==> src/rtl/trap_return_pkg.sv <==
package trap_return_pkg;

   typedef enum logic [1:0] {
      PRIV_USER  = 2'd0,
      PRIV_SUPER = 2'd1,
      PRIV_RSVD  = 2'd2,
      PRIV_MACH  = 2'd3
   } priv_e;

   typedef struct packed {
      logic [1:0] m_prev_priv;
      logic       s_prev_priv;
      logic       m_prev_ie;
      logic       s_prev_ie;
      logic       m_ie;
      logic       s_ie;
   } ie_stack_t;

   localparam int STACK_W = $bits(ie_stack_t);

   // compressed-support selection
   localparam int CMODE_NEVER   = 0;
   localparam int CMODE_ALWAYS  = 1;
   localparam int CMODE_RUNTIME = 2;

endpackage

==> src/rtl/trap_return_check.sv <==
module trap_return_check
   import trap_return_pkg::*;
#(
   parameter int C_MODE = CMODE_RUNTIME
) (
   input  logic       is_machine,
   input  logic [1:0] priv_now,
   input  logic [1:0] target_low,
   input  logic       c_strap,
   output logic       illegal,
   output logic       misaligned
);
   logic c_eff;
   logic priv_ok;

   generate
      if (C_MODE == CMODE_NEVER) begin : g_c_never
         assign c_eff = 1'b0;
      end else if (C_MODE == CMODE_ALWAYS) begin : g_c_always
         assign c_eff = 1'b1;
      end else if (C_MODE == CMODE_RUNTIME) begin : g_c_runtime
         assign c_eff = c_strap;
      end else begin : g_c_bad
         $error("trap_return_check: C_MODE out of range");
         assign c_eff = 1'b0;
      end
   endgenerate

   always_comb begin
      if (is_machine) priv_ok = (priv_now == PRIV_MACH);
      else            priv_ok = (priv_now != PRIV_USER);
   end

   assign illegal    = !priv_ok;
   assign misaligned = priv_ok && !c_eff && (target_low != 2'b00);

   always_comb begin
      a_r3_flags_exclusive: assert (!(illegal && misaligned))
         else $error("both exception flags set");
   end
endmodule

==> src/rtl/trap_return_update.sv <==
module trap_return_update
   import trap_return_pkg::*;
(
   input  logic       is_machine,
   input  ie_stack_t  st_old,
   output ie_stack_t  st_new,
   output logic [1:0] priv_new
);
   always_comb begin
      st_new   = st_old;
      priv_new = PRIV_USER;
      if (is_machine) begin
         st_new.m_ie        = st_old.m_prev_ie;
         st_new.m_prev_ie   = 1'b0;
         st_new.m_prev_priv = PRIV_USER;
         priv_new = (st_old.m_prev_priv == PRIV_RSVD) ? PRIV_USER : st_old.m_prev_priv;
      end else begin
         st_new.s_ie        = st_old.s_prev_ie;
         st_new.s_prev_ie   = 1'b0;
         st_new.s_prev_priv = 1'b0;
         priv_new = {1'b0, st_old.s_prev_priv};
      end
   end

   always_comb begin
      a_r6_no_reserved_priv: assert (priv_new != PRIV_RSVD)
         else $error("reserved privilege produced");
   end
endmodule

==> src/rtl/trap_return_unit.sv <==
module trap_return_unit
   import trap_return_pkg::*;
#(
   parameter int          XLEN       = 32,
   parameter int          C_MODE     = CMODE_RUNTIME,
   parameter logic [1:0]  RESET_PRIV = 2'd3
) (
   input  logic            clk,
   input  logic            rst_n,
   input  logic            req_valid,
   input  logic            ret_machine,
   input  logic [1:0]      cur_priv,
   input  logic [6:0]      status_in,
   input  logic [XLEN-1:0] mepc,
   input  logic [XLEN-1:0] sepc,
   input  logic            c_present,
   output logic            done,
   output logic [XLEN-1:0] pc_next,
   output logic [6:0]      status_out,
   output logic [1:0]      priv_out,
   output logic            exc_illegal,
   output logic            exc_misaligned
);
   localparam int PC_LSB_W = 2;

   generate
      if (XLEN < 8) begin : g_xlen_bad
         $error("trap_return_unit: XLEN too small");
      end
      if (STACK_W != 7) begin : g_stack_bad
         $error("trap_return_unit: status layout width mismatch");
      end
   endgenerate

   logic [XLEN-1:0] target_pc;
   logic            bad_priv, bad_align;
   ie_stack_t       st_cur, st_upd;
   logic [1:0]      priv_upd;

   assign target_pc = ret_machine ? mepc : sepc;
   assign st_cur    = ie_stack_t'(status_in);

   trap_return_check #(.C_MODE(C_MODE)) u_check (
      .is_machine (ret_machine),
      .priv_now   (cur_priv),
      .target_low (target_pc[PC_LSB_W-1:0]),
      .c_strap    (c_present),
      .illegal    (bad_priv),
      .misaligned (bad_align)
   );

   trap_return_update u_update (
      .is_machine (ret_machine),
      .st_old     (st_cur),
      .st_new     (st_upd),
      .priv_new   (priv_upd)
   );

   always_ff @(posedge clk or negedge rst_n) begin
      if (!rst_n) begin
         done           <= 1'b0;
         pc_next        <= '0;
         status_out     <= '0;
         priv_out       <= RESET_PRIV;
         exc_illegal    <= 1'b0;
         exc_misaligned <= 1'b0;
      end else begin
         done <= req_valid;
         if (req_valid) begin
            pc_next        <= target_pc;
            exc_illegal    <= bad_priv;
            exc_misaligned <= bad_align;
            if (bad_priv || bad_align) begin
               status_out <= status_in;
               priv_out   <= cur_priv;
            end else begin
               status_out <= st_upd;
               priv_out   <= priv_upd;
            end
         end
      end
   end

   a_r1_mret_needs_machine: assert property (@(posedge clk) disable iff (!rst_n)
      (req_valid && ret_machine && cur_priv != 2'd3) |=> exc_illegal);

   a_r2_sret_from_user: assert property (@(posedge clk) disable iff (!rst_n)
      (req_valid && !ret_machine && cur_priv == 2'd0) |=> exc_illegal);

   a_r8_exc_keeps_state: assert property (@(posedge clk) disable iff (!rst_n)
      (req_valid && (bad_priv || bad_align)) |=>
         (status_out == $past(status_in) && priv_out == $past(cur_priv)));

   a_r4_mret_pops_stack: assert property (@(posedge clk) disable iff (!rst_n)
      (req_valid && ret_machine && !bad_priv && !bad_align) |=>
         (status_out[6:5] == 2'd0 && !status_out[3] && status_out[1] == $past(status_in[3])));

   a_r9_done_follows_req: assert property (@(posedge clk) disable iff (!rst_n)
      req_valid |=> done);

   a_r9_hold_when_idle: assert property (@(posedge clk) disable iff (!rst_n)
      !req_valid |=> (!done && $stable(pc_next) && $stable(status_out) && $stable(priv_out)));
endmodule

==> config.mk <==
export PLATFORM = sky130hd
export DESIGN_NAME = trap_return_unit
export DESIGN_NICKNAME = d
export VERILOG_FILES = /design/src/rtl/trap_return_pkg.sv /design/src/rtl/trap_return_check.sv /design/src/rtl/trap_return_update.sv /design/src/rtl/trap_return_unit.sv
export SDC_FILE = /design/constraint.sdc
export NUM_CORES = 1
export LEC_CHECK = 0
export ABC_AREA = 1
export ABC_CLOCK_PERIOD_IN_PS = 1420
export BUFFER_PORTS_ARGS = -buffer_cell sky130_fd_sc_hd__clkbuf_2
export CAP_MARGIN = 0
export CORE_MARGIN = 3
export CORE_UTILIZATION = 30
export CTS_BUF_LIST = sky130_fd_sc_hd__clkbuf_4 sky130_fd_sc_hd__clkbuf_8
export DETAILED_ROUTE_END_ITERATION = 16
export GPL_ROUTABILITY_DRIVEN = 0
export SLEW_MARGIN = 20
export SYNTH_ARGS = -nofsm -noshare
export SYNTH_HDL_FRONTEND = slang
export SYNTH_HIERARCHICAL = 1
export SYNTH_SLANG_ARGS = --single-unit
==> constraint.sdc <==
create_clock -name clk -period 1.42 [get_ports clk]
set_clock_uncertainty 0.15 [all_clocks]
set_input_delay 0.284 -clock clk [delete_from_list [all_inputs] [get_ports clk]]
set_output_delay 0.284 -clock clk [all_outputs]
set_load 0.02 [all_outputs]
==> summary.md, run 1 <==
| Metric | Value |
|---|---|
| Antenna violations before repair | `0` |
| Slew margin rel. | `0.7789` |
| Ratio of final minimum period to clock period | `0.9770` |
| Post-detail-place hpwl | `4750 um` |
| Setup_tns | `0 ns` |
| Sinks on the clock net | `44` |
| Via count of the first global-routing pass | `2,228` |
| Routed wirelength normalized by instance count | `12.36 um` |
| Portion of the post-synthesis area used by sequential elements | `0.4938` |
| Global-route usage over all layers | `0.1521` |
| Number of nets with antenna violations after routing | `0` |
| Number of different library cells in the post-synthesis netlist | `18` |
| Tmin final | `1.387 ns` |
| Die area | `8520 um^2` |
| Type of the worst min-delay path | `input port to flop` |
| CTS tree | `done` |
| Buffers & Inverters on Critical Path | `1` |
| Total count of hold-check failures in the final report | `0` |
| Run status | `completed` |
| Metal-1 WL | `2967 um` |
| Footprint of the multi-input gates | `885.9 um^2` |
| Via/cell ratio | `4.518` |
| Number of buffers between clock root and the deepest sink | `2` |
| Cell family with most CP delay | `flip-flops` |
| Data arrival time of the worst path | `0.95 ns` |
| Number of top-level pins | `122` |
| Starting utilization of the core area | `0.3184` |
| Pre-CTS setup slack | `-0.1796 ns` |
| Count of cells along the worst register-to-register path | `3` |
| Synth Net Count | `370` |
| Maximum ir drop on the vdd rail | `0.3299 mV` |
| Growth of design area from synthesis to finish | `39.14%` |
| Critical path class | `flop to output port` |
| Number of max-slew violations in the final report | `0` |
| Storage element area | `1104 um^2` |
| Initial DRC count | `58` |
| Largest fanout on the critical path | `2` |
| Number of H-tree branching levels | `2` |
| Post-route non-filler standard cell count | `517` |
| Count of unresolved DRC violations after routing | `0` |
| Pin count of the biggest net entering global routing | `45` |
| CTS Buf Count | `5` |
| Hold path depth | `3` |
| Netlist area before placement | `2235 um^2` |
| Latest clock arrival within the worst-skew pair | `0.28 ns` |
| Count of flip-flops with a built-in enable after synthesis | `0` |
| Internal reg-to-reg setup slack | `0.46 ns` |
| Worst R2R End | `priv_out[1]` |
| Setup slack of the critical path after layout | `0.03259 ns` |
| Number of inserted diodes | `0` |
| Fraction of final layout cells with drive strength greater than 1 | `0.3682` |
| Asr flop ratio synth | `1.000` |
| Number of violations of the max-capacitance limit | `0` |
| Total Wirelength | `6390 um` |
| Lkg Pwr | `1.728 nW` |
| Actual transition at the worst max-transition pin | `0.3316 ns` |
| Required time of the critical path | `0.99 ns` |
| Most frequent cells in the layout | `clkbuf_2 (118), nand2_1 (87), dfrtp_1 (42)` |
| Global-route wire length before repair | `10,600 um` |
| Capturing element type of the critical path | `output port` |
| Area of the core | `7019 um^2` |
| Worst min-delay path endpoint | `pc_next[0]` |
| Post-Syn Instances | `292` |
| RSZ-0062 raised after global routing | `yes` |
| Critical Path Slowest Stage Cell | `dfstp_2` |
| Delay of the slowest critical-path stage | `0.56 ns` |
| Fill cells | `746` |
| Flip-flop and latch count after synthesis | `44` |
| Number of warning messages in the yosys log | `6` |
| Dpl cells | `507` |
| Leading cell type in the layout, fill and taps excluded | `clkbuf_2` |
| Highest routed metal layer | `met4` |
| Via count of the routed design | `2,336` |
| Reg-to-Reg Start | `priv_out[1]` |
| Crit start category | `flop` |
| Ordered list of cells on the worst path | `buf_8` |
| IO buf count | `121` |
| Wire length on met2 | `2842 um` |
| Number of core rows | `30` |
| Avg Inst Size Synth | `7.653 um^2` |
| DRT Pass-1 Iters | `6` |
| Chip Width | `92.31 um` |
| Source of the worst hold timing path | `sepc[0]` |
| Met3 Wirelength | `534 um` |
| Reg clk slew, reported paths | `0.09 ns` |
| Y dimension of the die | `92.31 um` |
| Critical Path Start | `priv_out[0]` |
| Total of endpoints with negative setup slack in the final report | `0` |
| Timing-limited maximum frequency | `720.8 MHz` |
| Overflow left after global routing | `0` |
| Root buffer cell | `clkbuf_8` |
| Power per standard cell area | `1051 nW/um^2` |
| Leading register cell type out of synthesis | `dfrtp_1` |
| Number of nets in the layout | `498` |
-- flip-flops by register name, indices dropped and copies added, names as in the netlist --
signal and count:
exc_misaligned 1, done 1, status_out 7, pc_next 32, exc_illegal 1, priv_out 2
-- per-layer routing --
metal	global-route usage	vias up
met5	0	-
met4	0.03218	0
li1	-	1166
met2	0.2556	97
met1	0.1965	1068
met3	0.04062	5
-- power breakdown --
part	switching, mW	total (mW)	internal (mW)	leakage, nW
Sequential	0.0816	1.48	1.40	0.525
Clock	0.426	0.946	0.521	0.0541
Combinational	0.515	0.844	0.329	1.15
Total	1.02	3.27	2.25	1.73
-- repair_timing --
| action | in CTS | in global routing |
|---|---|---|
| endpoints found under the hold margin | 42 | 0 |
| hold buffers | 1 | 0 |
| pin swaps | 0 | 1 |
| setup endpoints to repair | 2 | 3 |
| gates resized for setup | 4 | 4 |
| buffers inserted | 0 | 1 |
-- per-stage QoR --
stage / hold WS, ns / util / area [um^2] / power, mW
floorplan: -0.1616 / - / 2245 / 1.958
global placement: 0.1441 / 0.4210 / 2955 / 2.318
detailed placement: 0.1380 / 0.4210 / 2955 / 2.326
CTS: 0.09316 / 0.4408 / 3094 / 3.304
global route: 0.09186 / 0.4430 / 3109 / 3.464
finish: 0.1019 / 0.4430 / 3109 / 3.267
-- cell usage after synthesis, types with 3 or more instances --
master / number / share of area
dfrtp_1: 42 / 0.47
inv_1: 27 / 0.045
inv_2: 3 / 0.0050
buf_4: 4 / 0.013
nor2_1: 35 / 0.059
o21ai_0: 34 / 0.076
buf_6: 8 / 0.040
nor2_2: 3 / 0.0084
o21ai_1: 28 / 0.063
nand2_1: 88 / 0.15
nand3_1: 9 / 0.020
-- worst min-delay path, delay by kind of cell --
kind / cells / cell delay (ns)
buffers and inverters: 1 / 0.08
and+or+nand+nor: 1 / 0.07
AOI/OAI and AO/OA: 1 / 0.07
-- worst max-delay path by stage --
stage,end,cells past startpoint
global placement,status_out[1],10
detailed placement,status_out[3],10
finish,priv_out[0],1
global route,priv_out[0],1
CTS,priv_out[0],1
floorplan,status_out[0],11
-- kinds of logic (layout without fill, tap and decap cells) --
group,count (synthesis),in the layout,share of synthesized area
and+or+nand+nor,137,137,0.2430
AOI/OAI and AO/OA,65,65,0.1478
buffers and inverters,46,175,0.1153
DFF,44,44,0.4938
-- cell type report --
type	instances	area share
multi-input combinational	202	0.2849
sequential	44	0.3549
tap	96	0.03863
clock buffer	5	0.02213
inverter	30	0.03702
clock inverter	3	0.01368
timing repair buffer	137	0.2487
(Power assumes the default switching activity.)
==> run 2, diff against run 1 <==
--- a/config.mk
+++ b/config.mk
@@ -10,10 +10,11 @@
 export BUFFER_PORTS_ARGS = -buffer_cell sky130_fd_sc_hd__clkbuf_2
 export CAP_MARGIN = 0
 export CORE_MARGIN = 3
-export CORE_UTILIZATION = 30
+export CORE_UTILIZATION = 50
 export CTS_BUF_LIST = sky130_fd_sc_hd__clkbuf_4 sky130_fd_sc_hd__clkbuf_8
 export DETAILED_ROUTE_END_ITERATION = 16
 export GPL_ROUTABILITY_DRIVEN = 0
+export PLACE_DENSITY = 0.88
 export SLEW_MARGIN = 20
 export SYNTH_ARGS = -nofsm -noshare
 export SYNTH_HDL_FRONTEND = slang
==> summary.md, run 2 (synthesis gave the netlist of run 1 again) <==
| Metric | Value |
|---|---|
| Count of unresolved DRC violations after routing | `0 (unchanged)` |
| Maximum ir drop on the vdd rail | `0.5012 mV (was 0.3299 mV)` |
| Reg clk slew, reported paths | `0.08 ns (was 0.09 ns)` |
| Number of inserted diodes | `0 (unchanged)` |
| Sinks on the clock net | `44 (unchanged)` |
| Global-route usage over all layers | `0.2384 (was 0.1521)` |
| Global-route wire length before repair | `9908 um (was 10,600 um)` |
| Fraction of final layout cells with drive strength greater than 1 | `0.3636 (was 0.3682)` |
| Number of nets in the layout | `495 (was 498)` |
| Timing-limited maximum frequency | `718.7 MHz (was 720.8 MHz)` |
| Via/cell ratio | `5.041 (was 4.518)` |
| Antenna violations before repair | `0 (unchanged)` |
| Number of top-level pins | `122 (unchanged)` |
| Most frequent cells in the layout | `clkbuf_2 (119), nand2_1 (87), dfrtp_1 (42) (was clkbuf_2 (118), nand2_1 (87), dfrtp_1 (42))` |
| Worst R2R End | `priv_out[0] (was priv_out[1])` |
| Critical Path Start | `priv_out[1] (was priv_out[0])` |
| Total of endpoints with negative setup slack in the final report | `0 (unchanged)` |
| Chip Width | `72.85 um (was 92.31 um)` |
| Reg-to-Reg Start | `priv_out[0] (was priv_out[1])` |
| DRT Pass-1 Iters | `4 (was 6)` |
| Lkg Pwr | `1.712 nW (was 1.728 nW)` |
| Register ranked first by flip-flop count | `pc_next (unchanged)` |
| Flip-flop count of the largest register, all copies and words added | `32 (unchanged)` |
| Fill cells | `335 (was 746)` |
| Data arrival time of the worst path | `0.96 ns (was 0.95 ns)` |
| Initial DRC count | `106 (was 58)` |
| Reported net switching power | `979.4 uW (was 1.022 mW)` |
| Combinational fraction of design power | `0.267 (was 0.258)` |
| Via count of the routed design | `2,359 (was 2,336)` |
| Total count of hold-check failures in the final report | `0 (unchanged)` |
| Buffers & Inverters on Critical Path | `1 (unchanged)` |
| Root buffer cell | `clkbuf_8 (unchanged)` |
| Actual transition at the worst max-transition pin | `0.3205 ns (was 0.3316 ns)` |
| Latest clock arrival within the worst-skew pair | `0.28 ns (about the same)` |
| Number of core rows | `23 (was 30)` |
| Via count of the first global-routing pass | `2,233 (was 2,228)` |
| CTS Buf Count | `5 (unchanged)` |
| Number of buffers between clock root and the deepest sink | `2 (unchanged)` |
| Area of the core | `4144 um^2 (was 7019 um^2)` |
| Final Core Density | `0.7277 (was 0.4430)` |
| CTS tree | `done (unchanged)` |
| Routed wirelength normalized by instance count | `12.91 um (was 12.36 um)` |
| Total Wirelength | `6040 um (was 6390 um)` |
| Pin count of the biggest net entering global routing | `45 (unchanged)` |
| Internal reg-to-reg setup slack | `0.52 ns (was 0.46 ns)` |
| Growth of design area from synthesis to finish | `34.94% (was 39.14%)` |
| Y dimension of the die | `72.85 um (was 92.31 um)` |
| Delay of the slowest critical-path stage | `0.56 ns (about the same)` |
| Capturing element type of the critical path | `output port (unchanged)` |
| Top flop regs | `pc_next (32), status_out (7), priv_out (2) (unchanged)` |
| IO buf count | `121 (unchanged)` |
| Part of the power in registers | `0.471 (was 0.452)` |
| Post-detail-place hpwl | `4415 um (was 4750 um)` |
| Number of violations of the max-capacitance limit | `0 (unchanged)` |
| Tmin final | `1.391 ns (was 1.387 ns)` |
| Run status | `completed (unchanged)` |
| Largest fanout on the critical path | `2 (unchanged)` |
| Post-CTS Repair Setup Buffers | `0 (unchanged)` |
| Source of the worst hold timing path | `sepc[1] (was sepc[0])` |
| Ordered list of cells on the worst path | `buf_8 (unchanged)` |
| Starting utilization of the core area | `0.5393 (was 0.3184)` |
| RSZ-0062 raised after global routing | `yes (unchanged)` |
| Crit start category | `flop (unchanged)` |
| Die area | `5307 um^2 (was 8520 um^2)` |
| Proportion of total power due to net switching | `0.3128 (about the same)` |
| Hold path depth | `3 (unchanged)` |
| Number of nets with antenna violations after routing | `0 (unchanged)` |
| Leading cell type in the layout, fill and taps excluded | `clkbuf_2 (unchanged)` |
| Critical path class | `flop to output port (unchanged)` |
| Power per standard cell area | `1038 nW/um^2 (was 1051 nW/um^2)` |
| Ratio of final minimum period to clock period | `0.9798 (was 0.9770)` |
| Overflow left after global routing | `0 (unchanged)` |
| Type of the worst min-delay path | `input port to flop (unchanged)` |
| Number of H-tree branching levels | `2 (unchanged)` |
| Final total power | `3.131 mW (was 3.267 mW)` |
| Clock network fraction of total power | `0.262 (was 0.290)` |
| Count of cells along the worst register-to-register path | `2 (was 3)` |
| Required time of the critical path | `0.99 ns (about the same)` |
| Critical Path Slowest Stage Cell | `dfstp_2 (unchanged)` |
| Internal power | `2.151 mW (was 2.246 mW)` |
| Slew margin rel. | `0.7863 (was 0.7789)` |
| Cell family with most CP delay | `flip-flops (unchanged)` |
| Worst min-delay path endpoint | `pc_next[1] (was pc_next[0])` |
| Number of max-slew violations in the final report | `0 (unchanged)` |
-- run 2: cell types whose count changed in the layout (fill, tap and decap cells not counted), sizes merged --
cell / change
clkinv: -1
clkinvlp: -1
bufinv: -1
clkbuf: +4
buf: -4
-- run 2: cell type report --
class	count	area, um^2	share of cell area
clock buffer	8	97.59	0.03237
inverter	30	115.1	0.03817
multi-input combinational	202	885.9	0.2938
sequential	44	1104	0.3660
tap	50	62.56	0.02075
timing repair buffer	134	750.7	0.2490
-- run 2: per-stage QoR --
stage	hold WS (ns)	setup TNS, ns	cell area (um^2)	std cells	worst slack [ns]
after floorplan	-0.1616	0	2245	292	0.01353
after global placement	0.1329	-0.7077	2883	459	-0.09269
after detailed placement	0.1338	-1.349	2883	459	-0.1618
after CTS	0.09611	0	3008	468	0.003366
after global routing	0.1099	-0.1429	3015	468	-0.03777
final	0.1064	0	3015	468	0.02864
-- run 2: repair_timing --
item                                    in CTS  in global routing
endpoints found under the setup margin       2                  3
resized for setup                            4                  3
hold buffers                                 1                  0
hold endpoints to repair                    42                  0
-- run 2: per-layer routing --
layer	routed length, um	vias up	part of all wire	GRT usage
met5	0	-	0	0
met4	87	0	0.014	0.06967
met3	526	10	0.087	0.05510
met2	3029	118	0.50	0.4148
met1	2397	1072	0.40	0.2948
li1	-	1159	-	-
-- run 2: how the worst max path moves through the flow --
stage	to	slack [ns]	cells after the start
global route	status_out[4]	-0.04	10
detailed placement	status_out[5]	-0.16	11
global placement	status_out[1]	-0.09	10
floorplan	status_out[0]	0.01	11
finish	priv_out[1]	0.03	1
CTS	priv_out[1]	0.003	1
-- run 2: power groups by stage --
stage | Sequential [mW] | Combinational (mW) | Clock (mW)
after floorplan | 1.66 | 0.294 | 0
after global routing | 1.49 | 0.926 | 0.895
after detailed placement | 1.49 | 0.819 | 0
after global placement | 1.49 | 0.799 | 0
after CTS | 1.47 | 0.838 | 0.841
final | 1.47 | 0.835 | 0.822
